--- src/rtl/pred_init_pkg.sv ---
package pred_init_pkg;

  typedef enum logic [1:0] {
    ESZ_BYTE = 2'd0,
    ESZ_HALF = 2'd1,
    ESZ_WORD = 2'd2,
    ESZ_DBL  = 2'd3
  } esz_e;

  localparam logic [4:0] PAT_POW2      = 5'h00;
  localparam logic [4:0] PAT_FIX_LO    = 5'h01;
  localparam logic [4:0] PAT_FIX_HI    = 5'h08;
  localparam logic [4:0] PAT_BIG_LO    = 5'h09;
  localparam logic [4:0] PAT_BIG_HI    = 5'h0D;
  localparam logic [4:0] PAT_MUL4      = 5'h1D;
  localparam logic [4:0] PAT_MUL3      = 5'h1E;
  localparam logic [4:0] PAT_EVERY     = 5'h1F;

  typedef struct packed {
    logic n;
    logic z;
    logic c;
    logic v;
  } flags_t;

endpackage

--- src/rtl/pred_count_decode.sv ---
module pred_count_decode
  import pred_init_pkg::*;
#(
  parameter int VL_W = 9
) (
  input  logic [VL_W-1:0] vl_bytes,
  input  logic [1:0]      esz,
  input  logic [4:0]      pattern,
  input  logic            zero_req,
  output logic [VL_W-1:0] count
);

  localparam int BW = ((VL_W > 9) ? VL_W : 9) + 1;

  logic [VL_W-1:0] elements;
  logic [VL_W-1:0] pow2_cnt;
  logic [VL_W-1:0] mul4_cnt;
  logic [VL_W-1:0] mul3_cnt;
  logic [BW-1:0]   bound;
  logic [BW-1:0]   elems_wide;
  logic            is_fixed;
  logic            fits;

  assign elements   = vl_bytes >> esz;
  assign elems_wide = BW'(elements);

  always_comb begin
    pow2_cnt = '0;
    for (int b = 0; b < VL_W; b++) begin
      if (elements[b]) pow2_cnt = VL_W'(1) << b;
    end
  end

  assign mul4_cnt = {elements[VL_W-1:2], 2'b00};
  assign mul3_cnt = elements - (elements % VL_W'(3));

  always_comb begin
    bound    = '0;
    is_fixed = 1'b0;
    if (pattern >= PAT_FIX_LO && pattern <= PAT_FIX_HI) begin
      bound    = BW'(pattern);
      is_fixed = 1'b1;
    end else if (pattern >= PAT_BIG_LO && pattern <= PAT_BIG_HI) begin
      bound    = BW'(16) << (pattern - PAT_BIG_LO);
      is_fixed = 1'b1;
    end
  end

  assign fits = elems_wide >= bound;

  always_comb begin
    count = '0;
    if (!zero_req) begin
      if (is_fixed) begin
        count = fits ? VL_W'(bound) : '0;
      end else begin
        unique case (pattern)
          PAT_POW2:  count = pow2_cnt;
          PAT_MUL4:  count = mul4_cnt;
          PAT_MUL3:  count = mul3_cnt;
          PAT_EVERY: count = elements;
          default:   count = '0;
        endcase
      end
    end
  end

endmodule

--- src/rtl/pred_mask_build.sv ---
module pred_mask_build #(
  parameter int PW   = 256,
  parameter int CNT_W = 9
) (
  input  logic [CNT_W-1:0] count,
  input  logic [1:0]       esz,
  output logic [PW-1:0]    mask
);

  localparam int SP_W = CNT_W + 3;

  logic [SP_W-1:0] span;
  logic [2:0]      low_bits;

  assign span     = SP_W'(count) << esz;
  assign low_bits = 3'((4'd1 << esz) - 4'd1);

  for (genvar i = 0; i < PW; i++) begin : g_bit
    assign mask[i] = (SP_W'(i) < span) && ((3'(i) & low_bits) == 3'd0);
  end

endmodule

--- src/rtl/pred_pattern_init.sv ---
module pred_pattern_init
  import pred_init_pkg::*;
#(
  parameter int MAX_VL_BYTES = 256,
  localparam int VL_W = $clog2(MAX_VL_BYTES + 1),
  localparam int PW   = MAX_VL_BYTES
) (
  input  logic            clk,
  input  logic            rst_n,
  input  logic            req_valid,
  input  logic [VL_W-1:0] vl_bytes,
  input  logic [1:0]      elem_size,
  input  logic [4:0]      pattern,
  input  logic            force_false,
  input  logic            force_fill,
  input  logic            set_flags,
  output logic            done,
  output logic [PW-1:0]   pred_o,
  output logic            flag_n,
  output logic            flag_z,
  output logic            flag_c,
  output logic            flag_v
);

  logic [1:0]      eff_esz;
  logic [4:0]      eff_pat;
  logic [VL_W-1:0] act_cnt;
  logic [PW-1:0]   mask_d;
  logic            any_act;

  logic [PW-1:0]   pred_q, pred_d;
  logic            done_q, done_d;
  flags_t          flags_q, flags_d;
  logic            pred_en, flags_en;

  assign eff_esz = force_fill ? ESZ_BYTE  : elem_size;
  assign eff_pat = force_fill ? PAT_EVERY : pattern;

  pred_count_decode #(.VL_W(VL_W)) u_count (
    .vl_bytes (vl_bytes),
    .esz      (eff_esz),
    .pattern  (eff_pat),
    .zero_req (force_false),
    .count    (act_cnt)
  );

  pred_mask_build #(.PW(PW), .CNT_W(VL_W)) u_mask (
    .count (act_cnt),
    .esz   (eff_esz),
    .mask  (mask_d)
  );

  assign any_act  = (act_cnt != '0);
  assign pred_en  = req_valid;
  assign flags_en = req_valid && set_flags;

  always_comb begin
    pred_d  = mask_d;
    done_d  = req_valid;
    flags_d = '{n: any_act, z: !any_act, c: !any_act, v: 1'b0};
  end

  always_ff @(posedge clk or negedge rst_n) begin
    if (!rst_n) begin
      pred_q  <= '0;
      done_q  <= 1'b0;
      flags_q <= '0;
    end else begin
      done_q <= done_d;
      if (pred_en)  pred_q  <= pred_d;
      if (flags_en) flags_q <= flags_d;
    end
  end

  assign done   = done_q;
  assign pred_o = pred_q;
  assign flag_n = flags_q.n;
  assign flag_z = flags_q.z;
  assign flag_c = flags_q.c;
  assign flag_v = flags_q.v;

  function automatic logic [PW-1:0] above_vl(input logic [VL_W-1:0] vl);
    logic [PW-1:0] m;
    for (int i = 0; i < PW; i++) m[i] = (i >= int'(vl));
    return m;
  endfunction

  function automatic logic [PW-1:0] off_grid(input logic [1:0] e);
    logic [PW-1:0] m;
    for (int i = 0; i < PW; i++) m[i] = ((i % (1 << e)) != 0);
    return m;
  endfunction

  AST_BEYOND_VL_CLEAR: assert property (@(posedge clk) disable iff (!rst_n)
    done |-> ((pred_o & above_vl($past(vl_bytes))) == '0));

  AST_ON_ELEM_GRID: assert property (@(posedge clk) disable iff (!rst_n)
    done |-> ((pred_o & off_grid($past(eff_esz))) == '0));

  AST_FALSE_CLEARS: assert property (@(posedge clk) disable iff (!rst_n)
    (done && $past(force_false)) |-> (pred_o == '0));

  AST_FLAG_N_MATCH: assert property (@(posedge clk) disable iff (!rst_n)
    (done && $past(set_flags)) |-> (flag_n == (pred_o != '0)) && !flag_v);

  AST_FLAGS_KEEP: assert property (@(posedge clk) disable iff (!rst_n)
    !(req_valid && set_flags) |=> $stable({flag_n, flag_z, flag_c, flag_v}));

  AST_PRED_KEEP: assert property (@(posedge clk) disable iff (!rst_n)
    !req_valid |=> ($stable(pred_o) && !done));

endmodule

--- config.mk ---
export PLATFORM = sky130hd
export DESIGN_NAME = pred_pattern_init
export DESIGN_NICKNAME = d
export VERILOG_FILES = /design/src/rtl/pred_init_pkg.sv /design/src/rtl/pred_count_decode.sv /design/src/rtl/pred_mask_build.sv /design/src/rtl/pred_pattern_init.sv
export SDC_FILE = /design/constraint.sdc
export NUM_CORES = 1
export LEC_CHECK = 0
export BUFFER_PORTS_ARGS = -buffer_cell sky130_fd_sc_hd__buf_2
export CORE_AREA = 5 5 215 217
export DETAILED_ROUTE_END_ITERATION = 12
export DIE_AREA = 0 0 220 222
export PLACE_DENSITY = 0.54
export SLEW_MARGIN = 20
export SYNTH_ARGS = -nofsm -noshare
export SYNTH_HDL_FRONTEND = slang
export SYNTH_SLANG_ARGS = --single-unit
--- constraint.sdc ---
create_clock -name clk -period 1.55 [get_ports clk]
set_clock_uncertainty 0.2 [all_clocks]
set_input_delay 0.2325 -clock clk [delete_from_list [all_inputs] [get_ports clk]]
set_output_delay 0.2325 -clock clk [all_outputs]
set_load 0.01 [all_outputs]
==> results of run 1 <==
## worst max path at each step
stage	from	end	slack (ps)	cells past startpoint
after detailed placement	elem_size[0]	pred_o[237]$_DFFE_PN0P_	-6790	38
after global routing	elem_size[0]	pred_o[44]$_DFFE_PN0P_	-6030	44
after global placement	elem_size[1]	pred_o[237]$_DFFE_PN0P_	-6720	40
after floorplan	force_fill	pred_o[177]$_DFFE_PN0P_	-6320	40
final	elem_size[0]	pred_o[146]$_DFFE_PN0P_	-5650	42
after CTS	elem_size[0]	pred_o[160]$_DFFE_PN0P_	-5590	42
## logic make-up (layout without fill, tap and decap cells)
logic type               count (synthesis)  count (layout)  share of synthesized area
AO/OA/AOI/OAI                          544             544                      0.280
XOR/XNOR                                14              14                    0.00948
adder cells (fa/ha/maj)                 21              21                     0.0177
buffers and inverters                  261            1002                     0.0724
flip-flops                             259             259                      0.427
multiplexers                            28              28                     0.0225
other                                    1               1                   0.000247
AND/OR/NAND/NOR                        505             506                      0.170
## per-stage QoR
step	instance area, um2	utilization	setup TNS [ps]	total power [mW]
6_report	27100	0.617	-1427690	40.6
5_1_grt	27100	0.617	-1532290	42.1
4_1_cts	24200	0.551	-1420080	36.2
3_5_place_dp	20300	0.461	-1668890	25.0
3_3_place_gp	20300	0.461	-1639070	24.9
2_1_floorplan	15400	-	-1610060	17.3
## final cells by class
| class | count | area [um2] | share of cell area |
|---|---|---|---|
| inverters | 106 | 403 | 0.0149 |
| repair buffers | 842 | 7360 | 0.272 |
| well taps | 592 | 741 | 0.0273 |
| flip-flops and latches | 259 | 6480 | 0.239 |
| clock inverters | 16 | 190 | 0.00701 |
| clock buffers | 38 | 800 | 0.0295 |
| multi-input cells | 1114 | 11100 | 0.411 |
## state kept, by name (all words and copies together) (netlist names)
| signal | count |
|---|---|
| pred_o | 256 |
| done | 1 |
| flag_c | 1 |
| flag_n | 1 |
## power groups by stage
stage | clock network, mW | logic (mW) | registers [mW]
3_3_place_gp | 0 | 15.4 | 9.54
6_report | 7.28 | 23.7 | 9.55
4_1_cts | 7.31 | 19.4 | 9.47
3_5_place_dp | 0 | 15.5 | 9.52
5_1_grt | 7.59 | 24.8 | 9.68
2_1_floorplan | 0 | 7.32 | 9.98
## per-layer routing
| layer | vias to the layer above | track usage |
|---|---|---|
| li1 | 7635 | - |
| met1 | 8917 | 0.382 |
| met2 | 825 | 0.437 |
| met3 | 186 | 0.0560 |
| met4 | 0 | 0.0918 |
| met5 | - | 0 |
## cells in the final DEF, fill, tap and decap left out, types with 16 or more instances in the layout
| cell type | netlist | routed |
|---|---|---|
| nor4_4 | 1 | 24 |
| o21ai_1 | 19 | 17 |
| nand2_2 | 3 | 17 |
| buf_2 | 39 | 276 |
| nor2_1 | 79 | 71 |
| dfrtp_1 | 259 | 259 |
| o2bb2ai_2 | 0 | 36 |
| buf_16 | 0 | 17 |
| buf_6 | 5 | 84 |
| a21oi_2 | 6 | 25 |
| clkbuf_16 | 0 | 38 |
| a31oi_1 | 33 | 23 |
| nand3_1 | 42 | 25 |
| inv_1 | 104 | 98 |
| buf_4 | 9 | 373 |
| buf_12 | 0 | 63 |
| nor3_4 | 0 | 54 |
| nor4_2 | 0 | 16 |
| a21oi_1 | 77 | 47 |
| o32ai_2 | 1 | 33 |
| nor3_2 | 0 | 54 |
| o32ai_1 | 64 | 25 |
| nor3_1 | 141 | 33 |
| o21ai_0 | 34 | 22 |
| o2bb2ai_1 | 146 | 108 |
| nand2_1 | 92 | 70 |
## what timing repair did
action	CTS	global route
setup buffers	67	78
hold buffers	7	0
pin swaps	131	172
gates resized for setup	365	389
endpoints found under the hold margin	264	0
cloned	16	12
endpoints found under the setup margin	485	528
## critical path, delay by kind of cell
family	cells	cell delay, ps
buf+inv	9	1400
xor+xnor	1	160
fa+ha+maj	3	780
mux	2	760
compound gates	17	2780
simple gates	10	1360
==> results.py, run 1 <==
metrics = {
    "clock_tree": {
        "numClockSinks": 259,
        "clockBufferDepth": 3,
        "cts_root_buf": "clkbuf_16",
        "path_clk_slew_ps": 70,
        "cts_buffers": 29,
        "clk_latency_ps": 570,
        "cts_tree": "built",
        "htree_num_levels": 1,
    },
    "final_layout": {
        "final_cells": 2967,
        "syn_to_final_growth_pct": 78.6,
        "layout.nets": 2394,
        "fillCellCount": 3470,
        "antenna_cells": 0,
        "drive_above_1_share": 0.580,
    },
    "yosys": {
        "async_flop_share": 1.00,
        "ys_seq_elements": 259,
        "synth_edf_count": 0,
        "yosys_warnings": 0,
        "synth_seq_area_share": 0.427,
        "synth.most_common_cell": "dfrtp_1",
        "syn_avg_cell_area_um2": 9.30,
        "synth-main-ff-cell": "dfrtp_1",
        "synth_top_area_frac": 0.427,
        "syn_area_mm2": 0.0152,
        "synthesis.instances": 1633,
        "yosys.area.top_type": "dfrtp_1",
        "synthTopCellsByCount": "259 x dfrtp_1, 146 x o2bb2ai_1, 141 x nor3_1",
        "synth_area_leaders": "dfrtp_1 43%, o2bb2ai_1 8.4%, nor3_1 4.6%, o32ai_1 3.7%, inv_1 2.6%",
        "synth_nets": 1675,
        "ys_types": 103,
    },
    "route": {
        "dr.max_layer_used": "met4",
        "drt_wl_total_um": 75100,
        "vias": 17563,
        "dr_wl_met2_um": 35100,
        "wl_met1_um": 30800,
        "wire_per_inst_um": 25.3,
        "vias_per_cell": 5.92,
        "drc": 0,
        "dr_wl_met3_um": 5890,
        "first_iter_violations": 1444,
        "first_pass_iters": 8,
        "ant_nets": 0,
    },
    "sta": {
        "whs_ps": 88.8,
        "rsz0062_at_grt": "yes",
        "fmax_ghz": 0.139,
        "worstMarginPinSlew_ps": 1240,
        "min_period_ps": 7200,
        "hold_viol_final": 0,
        "setup_viol": 444,
        "fin_ws_ps": -5650,
        "drv_slew": 0,
        "final.period_utilization": 4.64,
        "relSlewSlack": 0.172,
    },
    "status": {
        "violations": "setup timing",
        "outcome": "finished, violations left",
    },
    "setup_path": {
        "worst_path_max_delay_cell": "mux4_2",
        "reg2regPathDepth": 3,
        "r2r_start": "flag_n$_DFFE_PN0P_",
        "path_max_fanout": 9,
        "cpPeakStageDelay_ps": 550,
        "end_kind": "register",
        "r2r-end": "flag_n$_DFFE_PN0P_",
        "criticalPathCategory": "input pin to register",
        "worstPathArrival_ps": 7500,
        "ff2ff_setup_slack_ps": 170,
        "start_kind": "input pin",
        "required_ps": 1860,
    },
    "pwr": {
        "ir_drop_uv": 1100,
        "p_leak_nw": 11.7,
        "pwr_density_cell_mw_per_mm2": 1500,
        "internal-power_mw": 23.6,
        "clkPwrFrac": 0.180,
        "power_frac_comb": 0.585,
        "seq_power_share": 0.235,
        "swShare": 0.418,
        "p_switching_mw": 16.9,
    },
    "floorplanning": {
        "die_area_mm2": 0.0488,
        "die_w_um": 220,
        "row_count": 77,
        "start_util": 0.346,
        "io_pins": 283,
        "core_region_area_mm2": 0.0439,
        "chipHeight_um": 222,
    },
    "global_route": {
        "antenna_found_initial": 0,
        "gr-total-overflow": 0,
        "track_usage": 0.277,
        "grt_max_degree": 120,
        "grt_pass1_wl_um": 107000,
        "grt_pass1_vias": 17121,
    },
    "placement": {
        "place.gp.congestion": 0.915,
        "dp_hpwl_um": 49100,
        "place_ws_ps": -6790,
        "place_inst": 2749,
        "port-buffer-count": 281,
    },
    "flow_run": {
        "maxCapViolations": 0,
    },
    "min_path": {
        "min_path_type": "input pin to asynchronous set/reset pin",
    },
}
Power figures use the tool's default switching activity.
==> run 2: changes to the inputs <==
--- a/config.mk
+++ b/config.mk
@@ -10,6 +10,7 @@
 export DETAILED_ROUTE_END_ITERATION = 12
 export DIE_AREA = 0 0 220 222
 export PLACE_DENSITY = 0.54
+export REMOVE_ABC_BUFFERS = 1
 export SLEW_MARGIN = 20
 export SYNTH_ARGS = -nofsm -noshare
 export SYNTH_HDL_FRONTEND = slang
==> run 2 against run 1 <==
Effect of this change:
- the run still ends with setup timing left
- sequential share of layout area is 0.20 points lower
- clock power rose by 9.2%
- final cell count is 0.74% higher
- critical path depth fell by 1
- first-iteration DRC count increased by 6.1%
- total power rose by 1.4%
- clock-buffer cell count fell by 4
- routed wire length down 0.32%
- critical path type unchanged
==> results.py, run 2 (synthesized netlist as in run 1, its figures left out) <==
metrics = {
    "status": {
        "outcome": "finished, violations left",
        "violations": "setup timing",
    },
    "clock_tree": {
        "numClockSinks": 259,
        "htree_num_levels": 1,
        "clk_latency_ps": 580,
        "cts_buffers": 29,
        "cts_tree": "built",
        "path_clk_slew_ps": 70,
        "cts_root_buf": "clkbuf_16",
        "clockBufferDepth": 3,
    },
    "sta": {
        "drv_slew": 0,
        "hold_viol_final": 0,
        "rsz0062_at_grt": "yes",
        "final.period_utilization": 4.71,
        "setup_viol": 358,
        "worstMarginPinSlew_ps": 1250,
        "fin_ws_ps": -5760,
        "fmax_ghz": 0.137,
        "min_period_ps": 7310,
        "relSlewSlack": 0.165,
    },
    "setup_path": {
        "worstPathArrival_ps": 7560,
        "crit_top_cell": "buf_4",
        "worst_path_max_delay_cell": "a2111oi_4",
        "end_kind": "register",
        "start_kind": "input pin",
        "critPathBufInv": 12,
        "path_delay_family": "compound AO/OA/AOI/OAI gates",
        "path_max_fanout": 7,
        "criticalPathCategory": "input pin to register",
        "cpPeakStageDelay_ps": 370,
        "ff2ff_setup_slack_ps": 440,
        "required_ps": 1800,
    },
    "placement": {
        "place_inst": 2774,
        "place.gp.congestion": 0.890,
        "dp_hpwl_um": 47900,
        "port-buffer-count": 281,
    },
    "route": {
        "vias_per_cell": 5.89,
        "drc": 0,
        "first_pass_iters": 5,
        "drt_wl_total_um": 74900,
        "first_iter_violations": 1532,
        "vias": 17617,
        "wire_per_inst_um": 25.1,
        "ant_nets": 0,
    },
    "pwr": {
        "total_power_mw": 41.1,
        "ir_drop_uv": 958,
        "p_leak_nw": 11.8,
        "pwr_density_cell_mw_per_mm2": 1500,
    },
    "floorplanning": {
        "core_region_area_mm2": 0.0439,
        "io_pins": 283,
        "row_count": 77,
        "die_area_mm2": 0.0488,
        "die_w_um": 220,
        "chipHeight_um": 222,
        "start_util": 0.346,
    },
    "final_layout": {
        "most-common-layout-cells": "398 x buf_4, 276 x buf_2, 259 x dfrtp_1",
        "layout.nets": 2416,
        "syn_to_final_growth_pct": 80.1,
        "drive_above_1_share": 0.593,
        "layout_commonest_cell": "buf_4",
        "largest_reg_flops": 256,
        "final_cells": 2989,
    },
    "flow_run": {
        "maxCapViolations": 0,
    },
    "min_path": {
        "min_path_type": "input pin to register",
    },
    "global_route": {
        "gr-total-overflow": 0,
        "grt_pass1_vias": 17235,
        "track_usage": 0.273,
        "antenna_found_initial": 1,
        "grt_max_degree": 101,
        "grt_pass1_wl_um": 106000,
    },
}
[run 2: path summary, 6_finish.rpt]
path / startpoint / to / cells past startpoint
max: force_fill / pred_o[210]$_DFFE_PN0P_ / 41
min: req_valid / pred_o[231]$_DFFE_PN0P_ / 3
max reg2reg: pred_o[24]$_DFFE_PN0P_ / pred_o[24]$_DFFE_PN0P_ / 2
min reg2reg: pred_o[49]$_DFFE_PN0P_ / pred_o[49]$_DFFE_PN0P_ / 1
max in group asynchronous: rst_n / pred_o[113]$_DFFE_PN0P_ / 4
min in group asynchronous: rst_n / done$_DFF_PN0_ / 3
[run 2: worst min-delay path, cell delays in order]
cell and delay [ps]:
buf_4 150, buf_4 240, o32ai_4 120
[run 2: timing repair]
| action | in CTS | in global routing |
|---|---|---|
| hold buffers | 4 | 0 |
| endpoints found under the hold margin | 264 | 0 |
| pin swaps | 125 | 155 |
| gates cloned | 15 | 16 |
| gates resized for setup | 416 | 379 |
| setup endpoints to repair | 401 | 607 |
| buffers inserted | 76 | 64 |
[run 2: power by group]
part,internal (mW),switching (mW),leakage [nW]
clock,4.94,3.01,0.537
combinational,11.0,12.5,8.01
sequential,8.32,1.29,3.29
[run 2: layer usage]
layer | wire (um) | GRT usage | up-vias
li1 | - | - | 7693
met1 | 30700 | 0.379 | 8907
met2 | 35300 | 0.438 | 797
met3 | 5660 | 0.0471 | 220
met4 | 3210 | 0.0840 | 0
met5 | 0 | 0 | -
[run 2: final cells by class]
type | instances | area, um2
multi-input cells | 1114 | 11200
diodes | 1 | 2.50
inverters | 106 | 405
clock inverters | 19 | 308
repair buffers | 864 | 7410
well taps | 592 | 741
fillers | 3444 | 16600
clock buffers | 34 | 785
flip-flops and latches | 259 | 6480
[run 2: through the flow]
stage	worst slack (ps)	hold WS, ps	setup TNS, ps	area [um2]	util
6_report	-5760	22.3	-1445340	27300	0.623
5_1_grt	-6060	26.5	-1540610	27300	0.623
4_1_cts	-5490	1.18	-1396390	24600	0.559
3_5_place_dp	-7030	-60.3	-1740870	20400	0.463
3_3_place_gp	-7010	-65.8	-1712900	20400	0.463
2_1_floorplan	-8560	-263	-2093020	14500	-
==> run 3: changes to the inputs <==
--- a/config.mk
+++ b/config.mk
@@ -5,13 +5,12 @@
 export SDC_FILE = /design/constraint.sdc
 export NUM_CORES = 1
 export LEC_CHECK = 0
-export BUFFER_PORTS_ARGS = -buffer_cell sky130_fd_sc_hd__buf_2
 export CORE_AREA = 5 5 215 217
 export DETAILED_ROUTE_END_ITERATION = 12
 export DIE_AREA = 0 0 220 222
-export PLACE_DENSITY = 0.54
+export DONT_BUFFER_PORTS = 1
+export PLACE_DENSITY = 0.49
 export REMOVE_ABC_BUFFERS = 1
-export SLEW_MARGIN = 20
 export SYNTH_ARGS = -nofsm -noshare
 export SYNTH_HDL_FRONTEND = slang
 export SYNTH_SLANG_ARGS = --single-unit
==> run 3 against run 2 <==
Effect of this change:
- the run ends with hold timing, setup timing left
- first-iteration DRC count is 23% lower
- largest power group unchanged
- worst setup slack better by 170 ps
- clock-buffer cell count is 4 higher
- largest cell class unchanged
- via count is 10% lower
- combinational power is 16% lower
==> results.py, run 3 (synthesized netlist as in run 1, its figures left out) <==
metrics = {
    "final_layout": {
        "largest_reg_flops": 256,
        "layout.nets": 2115,
        "drive_above_1_share": 0.540,
        "most-common-layout-cells": "392 x buf_4, 259 x dfrtp_1, 99 x inv_1",
        "layout_commonest_cell": "buf_4",
        "syn_to_final_growth_pct": 67.4,
    },
    "setup_path": {
        "startpoint": "force_fill",
        "r2r_start": "pred_o[0]$_DFFE_PN0P_",
        "end_kind": "register",
        "worst_path_max_delay_cell": "maj3_2",
        "start_kind": "input pin",
        "crit_top_cell": "buf_6",
        "required_ps": 1780,
        "cpPeakStageDelay_ps": 340,
        "worstPathArrival_ps": 7370,
        "path_max_fanout": 23,
        "criticalPathCategory": "input pin to register",
    },
    "placement": {
        "dp_hpwl_um": 44700,
        "port-buffer-count": 0,
        "place_ws_ps": -6550,
        "place.gp.congestion": 0.896,
    },
    "sta": {
        "relSlewSlack": 0.535,
        "tns_ps": -1407400,
        "hold_viol_final": 357,
        "rsz0062_at_grt": "yes",
        "drv_slew": 0,
        "worstMarginPinSlew_ps": 697,
        "whs_ps": -821,
        "final.period_utilization": 4.61,
        "fmax_ghz": 0.140,
        "min_period_ps": 7140,
        "setup_viol": 258,
        "fin_ws_ps": -5590,
    },
    "min_path": {
        "min_path_type": "input pin to asynchronous set/reset pin",
    },
    "clock_tree": {
        "clk_latency_ps": 540,
        "cts_buffers": 29,
        "numClockSinks": 259,
        "clockBufferDepth": 3,
        "cts_root_buf": "clkbuf_16",
        "htree_num_levels": 1,
        "cts_tree": "built",
        "path_clk_slew_ps": 60,
    },
    "pwr": {
        "ir_drop_uv": 760,
        "pwr_density_cell_mw_per_mm2": 1470,
        "p_leak_nw": 10.2,
        "total_power_mw": 37.3,
    },
    "floorplanning": {
        "row_count": 77,
        "io_pins": 283,
        "die_area_mm2": 0.0488,
        "core_region_area_mm2": 0.0439,
        "chipHeight_um": 222,
        "die_w_um": 220,
        "start_util": 0.346,
    },
    "route": {
        "wire_per_inst_um": 26.0,
        "vias_per_cell": 5.88,
        "ant_nets": 0,
        "first_iter_violations": 1183,
        "drc": 0,
        "drt_wl_total_um": 69800,
        "vias": 15788,
        "first_pass_iters": 5,
    },
    "global_route": {
        "grt_pass1_wl_um": 99700,
        "gr-total-overflow": 0,
        "grt_max_degree": 260,
        "track_usage": 0.259,
        "antenna_found_initial": 0,
        "grt_pass1_vias": 15548,
    },
    "status": {
        "violations": "hold timing, setup timing",
        "outcome": "finished, violations left",
    },
    "flow_run": {
        "maxCapViolations": 0,
    },
}
==> run 3: metal layers <==
metal,GRT usage,part of all wire,routed length (um)
met5,0,0,0
met4,0.0942,0.037,2580
met3,0.0613,0.073,5080
met2,0.409,0.48,33400
met1,0.345,0.41,28700
==> run 3: area by class of cell <==
class / count / area (um2)
antenna: 1 / 2.50
clock inverter: 13 / 96.3
timing repair buffer: 564 / 5690
tap: 592 / 741
sequential: 259 / 6480
clock buffer: 38 / 810
fill: 3649 / 18500
inverter: 106 / 403
multi-input combinational: 1113 / 11200
==> run 3: power by group <==
group / leakage, nW / internal (mW) / switching, mW
logic: 6.49 / 9.53 / 10.3
registers: 3.29 / 8.31 / 2.46
clock network: 0.456 / 3.82 / 2.85
==> run 3: worst paths after layout <==
kind	slack, ps	endpoint	cells after the start
hold reg to reg	360	pred_o[199]$_DFFE_PN0P_	1
setup / recovery	-5590	pred_o[170]$_DFFE_PN0P_	41
hold / removal	-820	done$_DFF_PN0_	0
setup reg to reg	60	pred_o[0]$_DFFE_PN0P_	3
max in group asynchronous	1390	pred_o[113]$_DFFE_PN0P_	0
min in group clk	-470	done$_DFF_PN0_	0
==> run 3: repair_timing <==
item	CTS	global route
buffers inserted	89	63
hold buffers	8	1
gates cloned	10	15
hold endpoints to repair	471	375
pin swaps	113	171
gates resized for setup	360	435
setup endpoints to repair	258	258
==> run 3: through the flow <==
| stage | utilization | cells | cell area [um2] |
|---|---|---|---|
| after global placement | 0.424 | 2461 | 18600 |
| final | 0.578 | 2686 | 25400 |
| after detailed placement | 0.424 | 2461 | 18600 |
| after CTS | 0.508 | 2617 | 22300 |
| after floorplan | - | 1478 | 14500 |
| after global routing | 0.578 | 2685 | 25400 |
==> run 3: worst max-delay path: cells and delay by family <==
family,cells,cell delay (ps)
fa+ha+maj,4,1000
mux,2,260
xor+xnor,2,350
compound gates,14,2950
buf+inv,8,1100
simple gates,11,1420
